### src/rtl/lane_pkg.sv
package lane_pkg;
  typedef enum logic [1:0] {
    SZ_BYTE = 2'b00,
    SZ_HALF = 2'b01,
    SZ_WORD = 2'b10,
    SZ_WIDE = 2'b11
  } acc_size_e;
endpackage

### src/rtl/lsu_rst_sync.sv
module lsu_rst_sync (
  input  logic clk,
  input  logic rst_n,
  output logic rst_n_sync
);
  logic [1:0] stage_q;

  always_ff @(posedge clk or negedge rst_n) begin
    if (!rst_n) stage_q <= 2'b00;
    else        stage_q <= {stage_q[0], 1'b1};
  end

  assign rst_n_sync = stage_q[1];
endmodule

### src/rtl/lsu_addr_gen.sv
module lsu_addr_gen import lane_pkg::*; #(
  parameter int ADDR_W = 32,
  parameter int IMM_W  = 16,
  parameter int OFF_W  = 2
) (
  input  logic                    clk,
  input  logic                    rst_n,
  input  logic                    valid,
  input  acc_size_e               size,
  input  logic [ADDR_W-1:0]       base,
  input  logic [IMM_W-1:0]        imm,
  output logic [ADDR_W-OFF_W-1:0] word_addr,
  output logic [OFF_W-1:0]        lane
);
  logic [ADDR_W-1:0] ea;
  logic [ADDR_W-1:0] ea_al;

  // sum of base and sign-extended displacement, then forced alignment
  always_comb begin
    ea    = base + {{(ADDR_W-IMM_W){imm[IMM_W-1]}}, imm};
    ea_al = ea;
    case (size)
      SZ_BYTE: ea_al = ea;
      SZ_HALF: ea_al[0] = 1'b0;
      default: ea_al[OFF_W-1:0] = '0;
    endcase
  end

  assign word_addr = ea_al[ADDR_W-1:OFF_W];
  assign lane      = ea_al[OFF_W-1:0];

  // halfword lanes are always even
  p_half_even_r2: assert property (@(posedge clk) disable iff (!rst_n)
    (valid && size == SZ_HALF) |-> (lane[0] == 1'b0));

  // word accesses always start at lane 0
  p_word_lane0_r3: assert property (@(posedge clk) disable iff (!rst_n)
    (valid && (size == SZ_WORD || size == SZ_WIDE)) |-> (lane == '0));
endmodule

### src/rtl/lsu_store_lanes.sv
module lsu_store_lanes import lane_pkg::*; #(
  parameter int DATA_W = 32,
  parameter int LANES  = DATA_W / 8,
  parameter int OFF_W  = $clog2(LANES)
) (
  input  logic              clk,
  input  logic              rst_n,
  input  logic              valid,
  input  acc_size_e         size,
  input  logic [OFF_W-1:0]  lane,
  input  logic [DATA_W-1:0] src,
  output logic [LANES-1:0]  be,
  output logic [DATA_W-1:0] wdata
);
  // lane i occupies bits DATA_W-1-8i downto DATA_W-8-8i (big-endian)
  for (genvar i = 0; i < LANES; i++) begin : g_lane
    localparam int HI = DATA_W - 1 - 8 * i;
    logic       hit_byte;
    logic       hit_half;
    logic [7:0] half_src;

    assign hit_byte = (lane == OFF_W'(i));
    assign hit_half = (lane[OFF_W-1:1] == (OFF_W-1)'(i / 2));

    if ((i % 2) == 0) begin : g_even
      assign half_src = src[15:8];
    end else begin : g_odd
      assign half_src = src[7:0];
    end

    assign be[LANES-1-i] = (size == SZ_BYTE) ? hit_byte :
                           (size == SZ_HALF) ? hit_half : 1'b1;

    assign wdata[HI -: 8] = (size == SZ_BYTE) ? src[7:0] :
                            (size == SZ_HALF) ? half_src : src[HI -: 8];
  end

  // a byte store touches exactly one lane
  p_byte_one_lane_r4: assert property (@(posedge clk) disable iff (!rst_n)
    (valid && size == SZ_BYTE) |-> ($countones(be) == 1));

  // a halfword store touches exactly two lanes
  p_half_two_lanes_r5: assert property (@(posedge clk) disable iff (!rst_n)
    (valid && size == SZ_HALF) |-> ($countones(be) == 2));

  // a word store touches every lane
  p_word_all_lanes_r3: assert property (@(posedge clk) disable iff (!rst_n)
    (valid && (size == SZ_WORD || size == SZ_WIDE)) |-> (&be));
endmodule

### src/rtl/lsu_load_extract.sv
module lsu_load_extract import lane_pkg::*; #(
  parameter int DATA_W = 32,
  parameter int LANES  = DATA_W / 8,
  parameter int OFF_W  = $clog2(LANES)
) (
  input  logic              clk,
  input  logic              rst_n,
  input  logic              valid,
  input  acc_size_e         size,
  input  logic              zext,
  input  logic [OFF_W-1:0]  lane,
  input  logic [DATA_W-1:0] rdata,
  output logic [DATA_W-1:0] data
);
  localparam int HALVES = LANES / 2;

  logic [7:0]  lane_b [LANES];
  logic [15:0] pair_h [HALVES];
  logic [7:0]  pick_b;
  logic [15:0] pick_h;

  for (genvar i = 0; i < LANES; i++) begin : g_bytes
    assign lane_b[i] = rdata[DATA_W-1-8*i -: 8];
  end

  for (genvar j = 0; j < HALVES; j++) begin : g_pairs
    assign pair_h[j] = {lane_b[2*j], lane_b[2*j+1]};
  end

  always_comb begin
    pick_b = lane_b[lane];
    pick_h = pair_h[lane[OFF_W-1:1]];
    case (size)
      SZ_BYTE: data = zext ? {{(DATA_W-8){1'b0}}, pick_b}
                           : {{(DATA_W-8){pick_b[7]}}, pick_b};
      SZ_HALF: data = zext ? {{(DATA_W-16){1'b0}}, pick_h}
                           : {{(DATA_W-16){pick_h[15]}}, pick_h};
      default: data = rdata;
    endcase
  end

  // zero-extended byte has a clear upper part
  p_zext_byte_r8: assert property (@(posedge clk) disable iff (!rst_n)
    (valid && zext && size == SZ_BYTE) |-> (data[DATA_W-1:8] == '0));

  // sign-extended byte has a uniform upper part
  p_sext_byte_r8: assert property (@(posedge clk) disable iff (!rst_n)
    (valid && !zext && size == SZ_BYTE) |->
      ((data[DATA_W-1:7] == '0) || (&data[DATA_W-1:7])));

  // sign-extended halfword has a uniform upper part
  p_sext_half_r9: assert property (@(posedge clk) disable iff (!rst_n)
    (valid && !zext && size == SZ_HALF) |->
      ((data[DATA_W-1:15] == '0) || (&data[DATA_W-1:15])));
endmodule

### src/rtl/be_lsu_align.sv
module be_lsu_align import lane_pkg::*; #(
  parameter  int DATA_W = 32,
  parameter  int IMM_W  = 16,
  localparam int LANES  = DATA_W / 8,
  localparam int OFF_W  = $clog2(LANES),
  localparam int WA_W   = DATA_W - OFF_W
) (
  input  logic              clk,
  input  logic              rst_n,
  input  logic              req_valid,
  input  logic              req_store,
  input  logic [1:0]        req_size,
  input  logic              req_zext,
  input  logic [DATA_W-1:0] req_base,
  input  logic [IMM_W-1:0]  req_offset,
  input  logic [DATA_W-1:0] req_wdata,
  output logic              mem_en,
  output logic              mem_we,
  output logic [WA_W-1:0]   mem_addr,
  output logic [DATA_W-1:0] mem_wdata,
  output logic [LANES-1:0]  mem_be,
  input  logic [DATA_W-1:0] mem_rdata,
  output logic              load_valid,
  output logic [DATA_W-1:0] load_data
);
  logic             rst_q_n;
  acc_size_e        size_in;
  logic [OFF_W-1:0] lane_in;
  logic [LANES-1:0] lane_be;

  // load-side control captured at the request edge
  logic             ld_v_d,    ld_v_q;
  logic             ctl_en;
  acc_size_e        size_d,    size_q;
  logic             zext_d,    zext_q;
  logic [OFF_W-1:0] lane_d,    lane_q;

  assign size_in = acc_size_e'(req_size);

  lsu_rst_sync u_rst_sync (
    .clk        (clk),
    .rst_n      (rst_n),
    .rst_n_sync (rst_q_n)
  );

  lsu_addr_gen #(.ADDR_W(DATA_W), .IMM_W(IMM_W), .OFF_W(OFF_W)) u_addr_gen (
    .clk       (clk),
    .rst_n     (rst_q_n),
    .valid     (req_valid),
    .size      (size_in),
    .base      (req_base),
    .imm       (req_offset),
    .word_addr (mem_addr),
    .lane      (lane_in)
  );

  lsu_store_lanes #(.DATA_W(DATA_W)) u_store_lanes (
    .clk   (clk),
    .rst_n (rst_q_n),
    .valid (req_valid && req_store),
    .size  (size_in),
    .lane  (lane_in),
    .src   (req_wdata),
    .be    (lane_be),
    .wdata (mem_wdata)
  );

  assign mem_en = req_valid;
  assign mem_we = req_valid && req_store;
  assign mem_be = lane_be & {LANES{mem_we}};

  // next-state
  always_comb begin
    ld_v_d = req_valid && !req_store;
    ctl_en = ld_v_d;
    size_d = size_in;
    zext_d = req_zext;
    lane_d = lane_in;
  end

  // registers
  always_ff @(posedge clk or negedge rst_q_n) begin
    if (!rst_q_n) begin
      ld_v_q <= 1'b0;
      size_q <= SZ_WORD;
      zext_q <= 1'b0;
      lane_q <= '0;
    end else begin
      ld_v_q <= ld_v_d;
      if (ctl_en) begin
        size_q <= size_d;
        zext_q <= zext_d;
        lane_q <= lane_d;
      end
    end
  end

  lsu_load_extract #(.DATA_W(DATA_W)) u_load_extract (
    .clk   (clk),
    .rst_n (rst_q_n),
    .valid (ld_v_q),
    .size  (size_q),
    .zext  (zext_q),
    .lane  (lane_q),
    .rdata (mem_rdata),
    .data  (load_data)
  );

  assign load_valid = ld_v_q;

  // loads never write
  p_load_no_write_r6: assert property (@(posedge clk) disable iff (!rst_q_n)
    (req_valid && !req_store) |-> (!mem_we && mem_be == '0));

  // a load request yields a result on the next cycle
  p_load_result_r7: assert property (@(posedge clk) disable iff (!rst_q_n)
    (req_valid && !req_store) |=> load_valid);

  // no result without a load request the cycle before
  p_no_stray_result_r7: assert property (@(posedge clk) disable iff (!rst_q_n)
    !(req_valid && !req_store) |=> !load_valid);
endmodule

### config.mk
export PLATFORM = sky130hd
export DESIGN_NAME = be_lsu_align
export DESIGN_NICKNAME = d
export VERILOG_FILES = /design/src/rtl/lane_pkg.sv /design/src/rtl/lsu_rst_sync.sv /design/src/rtl/lsu_addr_gen.sv /design/src/rtl/lsu_store_lanes.sv /design/src/rtl/lsu_load_extract.sv /design/src/rtl/be_lsu_align.sv
export SDC_FILE = /design/constraint.sdc
export NUM_CORES = 1
export LEC_CHECK = 0
export CAP_MARGIN = 40
export CORE_UTILIZATION = 30
export DETAILED_ROUTE_END_ITERATION = 8
export DONT_BUFFER_PORTS = 1
export HOLD_SLACK_MARGIN = 0.05
export SYNTH_ARGS = -nofsm -noshare
export SYNTH_HDL_FRONTEND = slang
export SYNTH_SLANG_ARGS = --single-unit
### constraint.sdc
create_clock -name clk -period 2.45 [get_ports clk]
set_input_delay 0.3675 -clock clk [delete_from_list [all_inputs] [get_ports clk]]
set_output_delay 0.3675 -clock clk [all_outputs]
set_load 0.01 [all_outputs]
==> flow_summary.yaml, run 1 <==
run_status:
  status: "complete, but fails checks"
  violations: "negative setup slack"
logic_synthesis:
  synth_xor_area_share_pct: 7.40
  ys.warnings.count: 0
  synth-seq-area-share_pct: 6.30
  ys_types: 63
  synthCells: 457
  synth-seq-cells: 8
  async_flop_share_pct: 100
  avgSynthCellArea_um2: 7.00
  synth_enable_flop_cells: 0
  synth_top_family_by_area: "compound AO/OA/AOI/OAI gates"
  synth_ff_type: "dfrtp_1"
  muxShareOfSynthArea_pct: 11.3
  syn_area_um2: 3200
  synth_compound_area_share_pct: 32.4
  synth_nets: 608
  yosys.area_share.adder_pct: 12.8
  synth-simple-area-share_pct: 23.0
final_layout:
  final_cells: 653
  final_util_pct: 42.1
  final_area_um2: 4350
  antenna_cells: 0
  final_nets: 669
  drive_above_1_share_pct: 35.4
  syn2layout_area_growth_pct: 36.0
sta:
  tns_ns: -0.517
  finalCritPeriodShare_pct: 106
  hold_viol: 0
  rsz0062_at_grt: "true"
  setup_viol: 7
  max_slew_margin_pct: 60.5
  fmax_ghz: 0.386
  fin_ws_ns: -0.138
  holdWs_ns: 0.0909
  skew_ns: 0.000318
  finalCriticalPeriod_ns: 2.59
  slew_violations: 0
  worst_slew_pin_slew_ns: 0.590
place:
  place_area_um2: 3810
  gp_congestion: 0.940
  detailed_place_hpwl_um: 9280
  dp.cells: 638
  io_buffers: 0
  pre_cts_ws_ns: -0.189
clock_tree:
  clk_pin_slew_ns: 0.04
  cts_root_buf: "clkbuf_8"
  numCtsBuffers: 3
  cts.path.max_buffers: 2
  tritoncts: "done"
  h-tree-depth: 1
  cts.sinks: 8
  clkLatencyLatePin_ns: 0.22
flow_run:
  drv_cap: 0
floorplanning:
  core_um2: 10300
  die_area_um2: 11100
  die_x_um: 105
  pin_count: 220
  die_y_um: 105
  row_count: 37
  initial_core_util_pct: 31.0
detailed_routing:
  via_per_inst: 5.56
  vias: 3633
  firstDrtPassIters: 4
  wl_per_cell_um: 17.4
  drt-initial-drc-count: 277
  drcViolationCount: 0
  drt_wl_total_um: 11400
  antenna_left: 0
setup_path:
  cpPeakStageDelay_ns: 0.35
  critPathLaunchType: "input port"
  cp_common_cell: "o2111ai_4"
  slowest_stage: "fa_2"
  r2r_start: "size_q[1]"
  crit_start: "req_base[0]"
  worstPathMaxFanout: 3
  worst-path-buf-inv: 1
  critPathArrivalTime_ns: 2.22
  crit_type: "in -> out"
  required_ns: 2.08
  worstSetupEndpointType: "output pin"
  crit_family: "compound AO/OA/AOI/OAI gates"
  crit_path_cell_trace: "ha_4 -> inv_2 -> fa_2 -> and2b_2 -> o2111ai_4 -> a21oi_2 -> o311a_4 -> o2111ai_4 -> a211o_2 -> o211ai_2"
global_route:
  antenna_found_initial: 0
  gr-total-overflow: 0
  top_usage_layer: "met2"
  grt.met2_usage_pct: 33.3
  grtUsageMet3_pct: 3.71
  met1_usage_pct: 23.2
  groute.usage.overall_pct: 18.9
  grt_max_degree: 31
  grt_pass1_vias: 3502
  grt_pass1_wl_um: 17200
worst_hold_path:
  hold_class: "reg -> async"
power:
  seqPwrFrac_pct: 9.9
  p_leak_nw: 1.91
  power_mw: 1.71
  combPwrFrac_pct: 80.5
  peakVddDrop_mv: 0.176
  p_int_uw: 887
  p_switching_uw: 824
  clock_power_share_pct: 9.6
  power_density_nw_per_um2: 394
  swShare_pct: 48.2
-- placed cells by master (no fill, tap or decap), types with 8 or more instances in the layout --
master   count
nand4_1      8
mux2i_1     17
o21a_1       8
buf_4       90
nand2_1     88
a21oi_2     13
o21ai_0     15
ha_1        15
xnor2_1     14
a21oi_1     28
nor2_1      29
xor2_1       8
mux2_2      17
a21o_1      14
o21ai_1      8
ha_4        15
-- synthesized netlist by cell type (2+ instances only) --
library cell	count	area share [%]
inv_1	8	0.94
nor2_1	31	3.6
xor2_1	10	2.7
nor2b_1	5	0.98
o2111ai_2	2	0.94
a31oi_1	6	1.2
nand2_1	90	11
buf_1	4	0.47
o21ai_0	19	3.0
or3_1	3	0.59
o22a_1	7	1.9
a221oi_1	2	0.55
buf_2	6	0.94
a21oi_2	4	1.1
o21ai_1	7	1.1
a22o_1	7	1.9
clkbuf_1	13	1.5
xnor2_1	17	4.7
nand2b_1	3	0.59
a21oi_1	38	5.9
mux2_2	17	6.0
a22oi_1	7	1.6
dfrtp_1	7	5.5
a211o_1	2	0.55
mux2i_1	17	5.3
nor3_1	4	0.63
and2_1	3	0.59
nand3_1	5	0.78
o21a_1	8	1.9
and3_1	5	0.98
o22ai_1	2	0.39
o211ai_1	5	1.2
nand4_1	8	1.6
ha_1	31	12
or2_2	2	0.39
buf_4	12	2.8
a21o_1	14	3.3
-- power groups by stage --
| stage | Combinational, mW | Sequential (mW) | Clock (mW) |
|---|---|---|---|
| detailed placement | 1.22 | 0.172 | 0 |
| floorplan | 0.875 | 0.158 | 0 |
| global route | 1.50 | 0.173 | 0.178 |
| CTS | 1.28 | 0.170 | 0.170 |
| global placement | 1.21 | 0.171 | 0 |
| finish | 1.38 | 0.170 | 0.164 |
-- layout make-up --
cell class	count	area (um^2)
clock buffers	4	45.0
inverters	8	30.0
multi-input cells	406	3220
fillers	1021	5970
well taps	136	170
repair buffers	91	686
flip-flops and latches	8	201
-- path summary, 6_finish.rpt --
| check | end | slack [ns] | depth (start not counted) |
|---|---|---|---|
| min | lane_q[0] | 0.09 | 0 |
| max reg2reg | size_q[1] | 1.22 | 3 |
| min reg2reg | lane_q[0] | 0.09 | 0 |
| max | mem_addr[26] | -0.14 | 10 |
| max in group asynchronous | u_rst_sync.stage_q[1] | 1.95 | 1 |
| min in group clk | size_q[1] | 0.23 | 2 |
-- registers in the layout, indices dropped and copies added (netlist names) --
name and count:
u_rst_sync.stage_q 2, zext_q 1, load_valid 1, lane_q 2, size_q 2
-- per-layer routing --
metal / share of wire, % / routed length, um / vias up
li1: - / - / 1769
met1: 42 / 4800 / 1684
met2: 49 / 5620 / 166
met3: 6.9 / 789 / 14
met4: 1.5 / 172 / 0
met5: 0 / 0 / -
-- worst register-to-register path: cells and delay by family (launching register included) --
family / cells / cell delay, ns
buffers and inverters: 1 / 0.29
and+or+nand+nor: 2 / 0.14
DFF: 1 / 0.75
-- kinds of logic after synthesis --
group,Yosys count
AND/OR/NAND/NOR,165
AO/OA/AOI/OAI,147
buffers and inverters,43
multiplexers,34
adder cells (fa/ha/maj),32
XOR/XNOR,27
flip-flops,8
other,1
-- repair_timing --
item,4_1_cts,5_1_grt
endpoints found under the setup margin,17,19
hold buffers,1,0
buffers inserted,0,10
pin swaps,13,28
endpoints found under the hold margin,2,0
gates resized for setup,27,44
(Power assumes the default switching activity.)
==> run 2: changes to the inputs <==
--- a/config.mk
+++ b/config.mk
@@ -6,9 +6,11 @@
 export NUM_CORES = 1
 export LEC_CHECK = 0
 export CAP_MARGIN = 40
-export CORE_UTILIZATION = 30
+export CORE_AREA = 2 2 86 88
 export DETAILED_ROUTE_END_ITERATION = 8
+export DIE_AREA = 0 0 88 90
 export DONT_BUFFER_PORTS = 1
+export GPL_TIMING_DRIVEN = 0
 export HOLD_SLACK_MARGIN = 0.05
 export SYNTH_ARGS = -nofsm -noshare
 export SYNTH_HDL_FRONTEND = slang
==> run 2 against run 1 <==
The flow still finishes with violations (negative setup slack). Non-clock buffer count decreased by 41. Total power decreased by 9.2%. Core utilization increased by 12 points. Maximum frequency decreased by 2.1%. Critical endpoint unchanged. Cell count decreased by 12%.
==> flow_summary.yaml, run 2 (synthesis gave the netlist of run 1 again) <==
sta:
  slew_violations: 0
  max_slew_margin_pct: 52.8
  skew_ns: 0.00275
  fin_ws_ns: -0.194
  worst_slew_pin_slew_ns: 0.708
  finalCriticalPeriod_ns: 2.64
  holdWs_ns: 0.101
  finalCritPeriodShare_pct: 108
  fmax_ghz: 0.378
  rsz0062_at_grt: "true"
  setup_viol: 11
  hold_viol: 0
power:
  p_int_uw: 735
  peakVddDrop_mv: 0.138
  combPwrFrac_pct: 78.8
  clock_power_share_pct: 10.8
  p_leak_nw: 1.69
  power_mw: 1.55
  swShare_pct: 52.7
  seqPwrFrac_pct: 10.3
  power_density_nw_per_um2: 406
  p_switching_uw: 819
clock_tree:
  clk_pin_slew_ns: 0.04
  tritoncts: "done"
  h-tree-depth: 1
  numCtsBuffers: 3
  cts.path.max_buffers: 2
  cts_root_buf: "clkbuf_8"
  cts.sinks: 8
  clkLatencyLatePin_ns: 0.23
place:
  place_area_um2: 3340
  gp_congestion: 0.899
  io_buffers: 0
  detailed_place_hpwl_um: 8670
  dp.cells: 556
worst_hold_path:
  hold_class: "reg -> async"
detailed_routing:
  wl_per_cell_um: 19.1
  antenna_left: 0
  drt-initial-drc-count: 133
  via_per_inst: 6.05
  drcViolationCount: 0
  drt_wl_total_um: 11000
  vias: 3478
  firstDrtPassIters: 4
flow_run:
  drv_cap: 0
floorplanning:
  pin_count: 220
  die_area_um2: 7920
  row_count: 31
  initial_core_util_pct: 45.5
  core_um2: 7020
  die_x_um: 88
  die_y_um: 90
global_route:
  groute.usage.overall_pct: 25.6
  grt_max_degree: 18
  antenna_found_initial: 0
  grt_pass1_wl_um: 16700
  gr-total-overflow: 0
  grt_pass1_vias: 3439
setup_path:
  slowest_stage: "fa_2"
  critPathLaunchType: "input port"
  crit_path_cell_trace: "ha_4 -> inv_2 -> fa_2 -> and2b_1 -> o2111ai_2 -> a21oi_2 -> o311a_4 -> o2111ai_4 -> a211o_2 -> o211ai_4"
  required_ns: 2.08
  worst-path-buf-inv: 1
  worstSetupEndpointType: "output pin"
  critPathArrivalTime_ns: 2.28
  crit_family: "compound AO/OA/AOI/OAI gates"
  cpPeakStageDelay_ns: 0.35
  worstPathMaxFanout: 3
  crit_type: "in -> out"
final_layout:
  final_cells: 575
  drive_above_1_share_pct: 24.4
  multiInputGateArea_um2: 3100
  reg_top3: "lane_q x2, size_q x2, u_rst_sync.stage_q x2"
  mostFrequentLayoutCells: "nand2_1 (89), a21oi_1 (34), nor2_1 (29)"
  antenna_cells: 0
  syn2layout_area_growth_pct: 19.8
  fill_cells: 698
  final_area_um2: 3830
  final_common_cell: "nand2_1"
  seq_area_um2: 201
  final_nets: 628
run_status:
  status: "complete, but fails checks"
  violations: "negative setup slack"
## run 2: area by class of cell
| class | count | area share [%] |
|---|---|---|
| multi-input combinational | 406 | 80.9 |
| sequential | 8 | 5.26 |
| buffer | 32 | 4.87 |
| timing repair buffer | 18 | 3.79 |
| tap | 99 | 3.23 |
| clock buffer | 4 | 1.18 |
| inverter | 8 | 0.784 |
## run 2: worst paths after layout
path / cells after the start / from / slack, ns / endpoint
min in group clk: 2 / req_zext / 0.25 / zext_q
setup reg to reg: 4 / size_q[1] / 0.86 / size_q[1]
hold / removal: 0 / u_rst_sync.stage_q[1] / 0.10 / load_valid
max in group asynchronous: 1 / rst_n / 1.96 / u_rst_sync.stage_q[0]
setup / recovery: 10 / req_base[0] / -0.19 / mem_addr[26]
hold reg to reg: 0 / u_rst_sync.stage_q[1] / 0.10 / load_valid
## run 2: through the flow
stage	util, %	TNS (ns)	worst slack, ns
floorplan	-	-0.0467	-0.0467
global placement	47.6	-1.69	-0.208
detailed placement	47.6	-1.79	-0.261
CTS	51.5	-0.714	-0.164
global route	54.6	-2.09	-0.285
finish	54.6	-1.03	-0.194
## run 2: timing repair
item	in CTS	in global routing
buffers inserted	12	5
setup endpoints to repair	23	26
pin swaps	18	10
resized for setup	28	32
endpoints found under the hold margin	2	0
hold buffers	1	0
## run 2: power groups by stage
stage / clock network, mW / registers [mW] / logic, mW
floorplan: 0 / 0.158 / 0.875
global route: 0.186 / 0.162 / 1.34
detailed placement: 0 / 0.162 / 1.06
finish: 0.168 / 0.161 / 1.23
global placement: 0 / 0.162 / 1.05
CTS: 0.172 / 0.160 / 1.14
## run 2: per-layer routing
layer | wire (um) | up-vias | global-route usage (%) | share of wire, %
met5 | 0 | - | 0 | 0
met4 | 158 | 0 | 5.38 | 1.4
met3 | 725 | 14 | 4.78 | 6.6
met2 | 5340 | 137 | 43.1 | 49
met1 | 4760 | 1636 | 33.6 | 43
li1 | - | 1691 | - | -
## run 2: worst reg2reg max path: stages (launching register included)
cell,delay [ns]
dfstp_2,0.55
clkbuf_1,0.35
buf_1,0.45
nand2_1,0.09
nand2_1,0.08
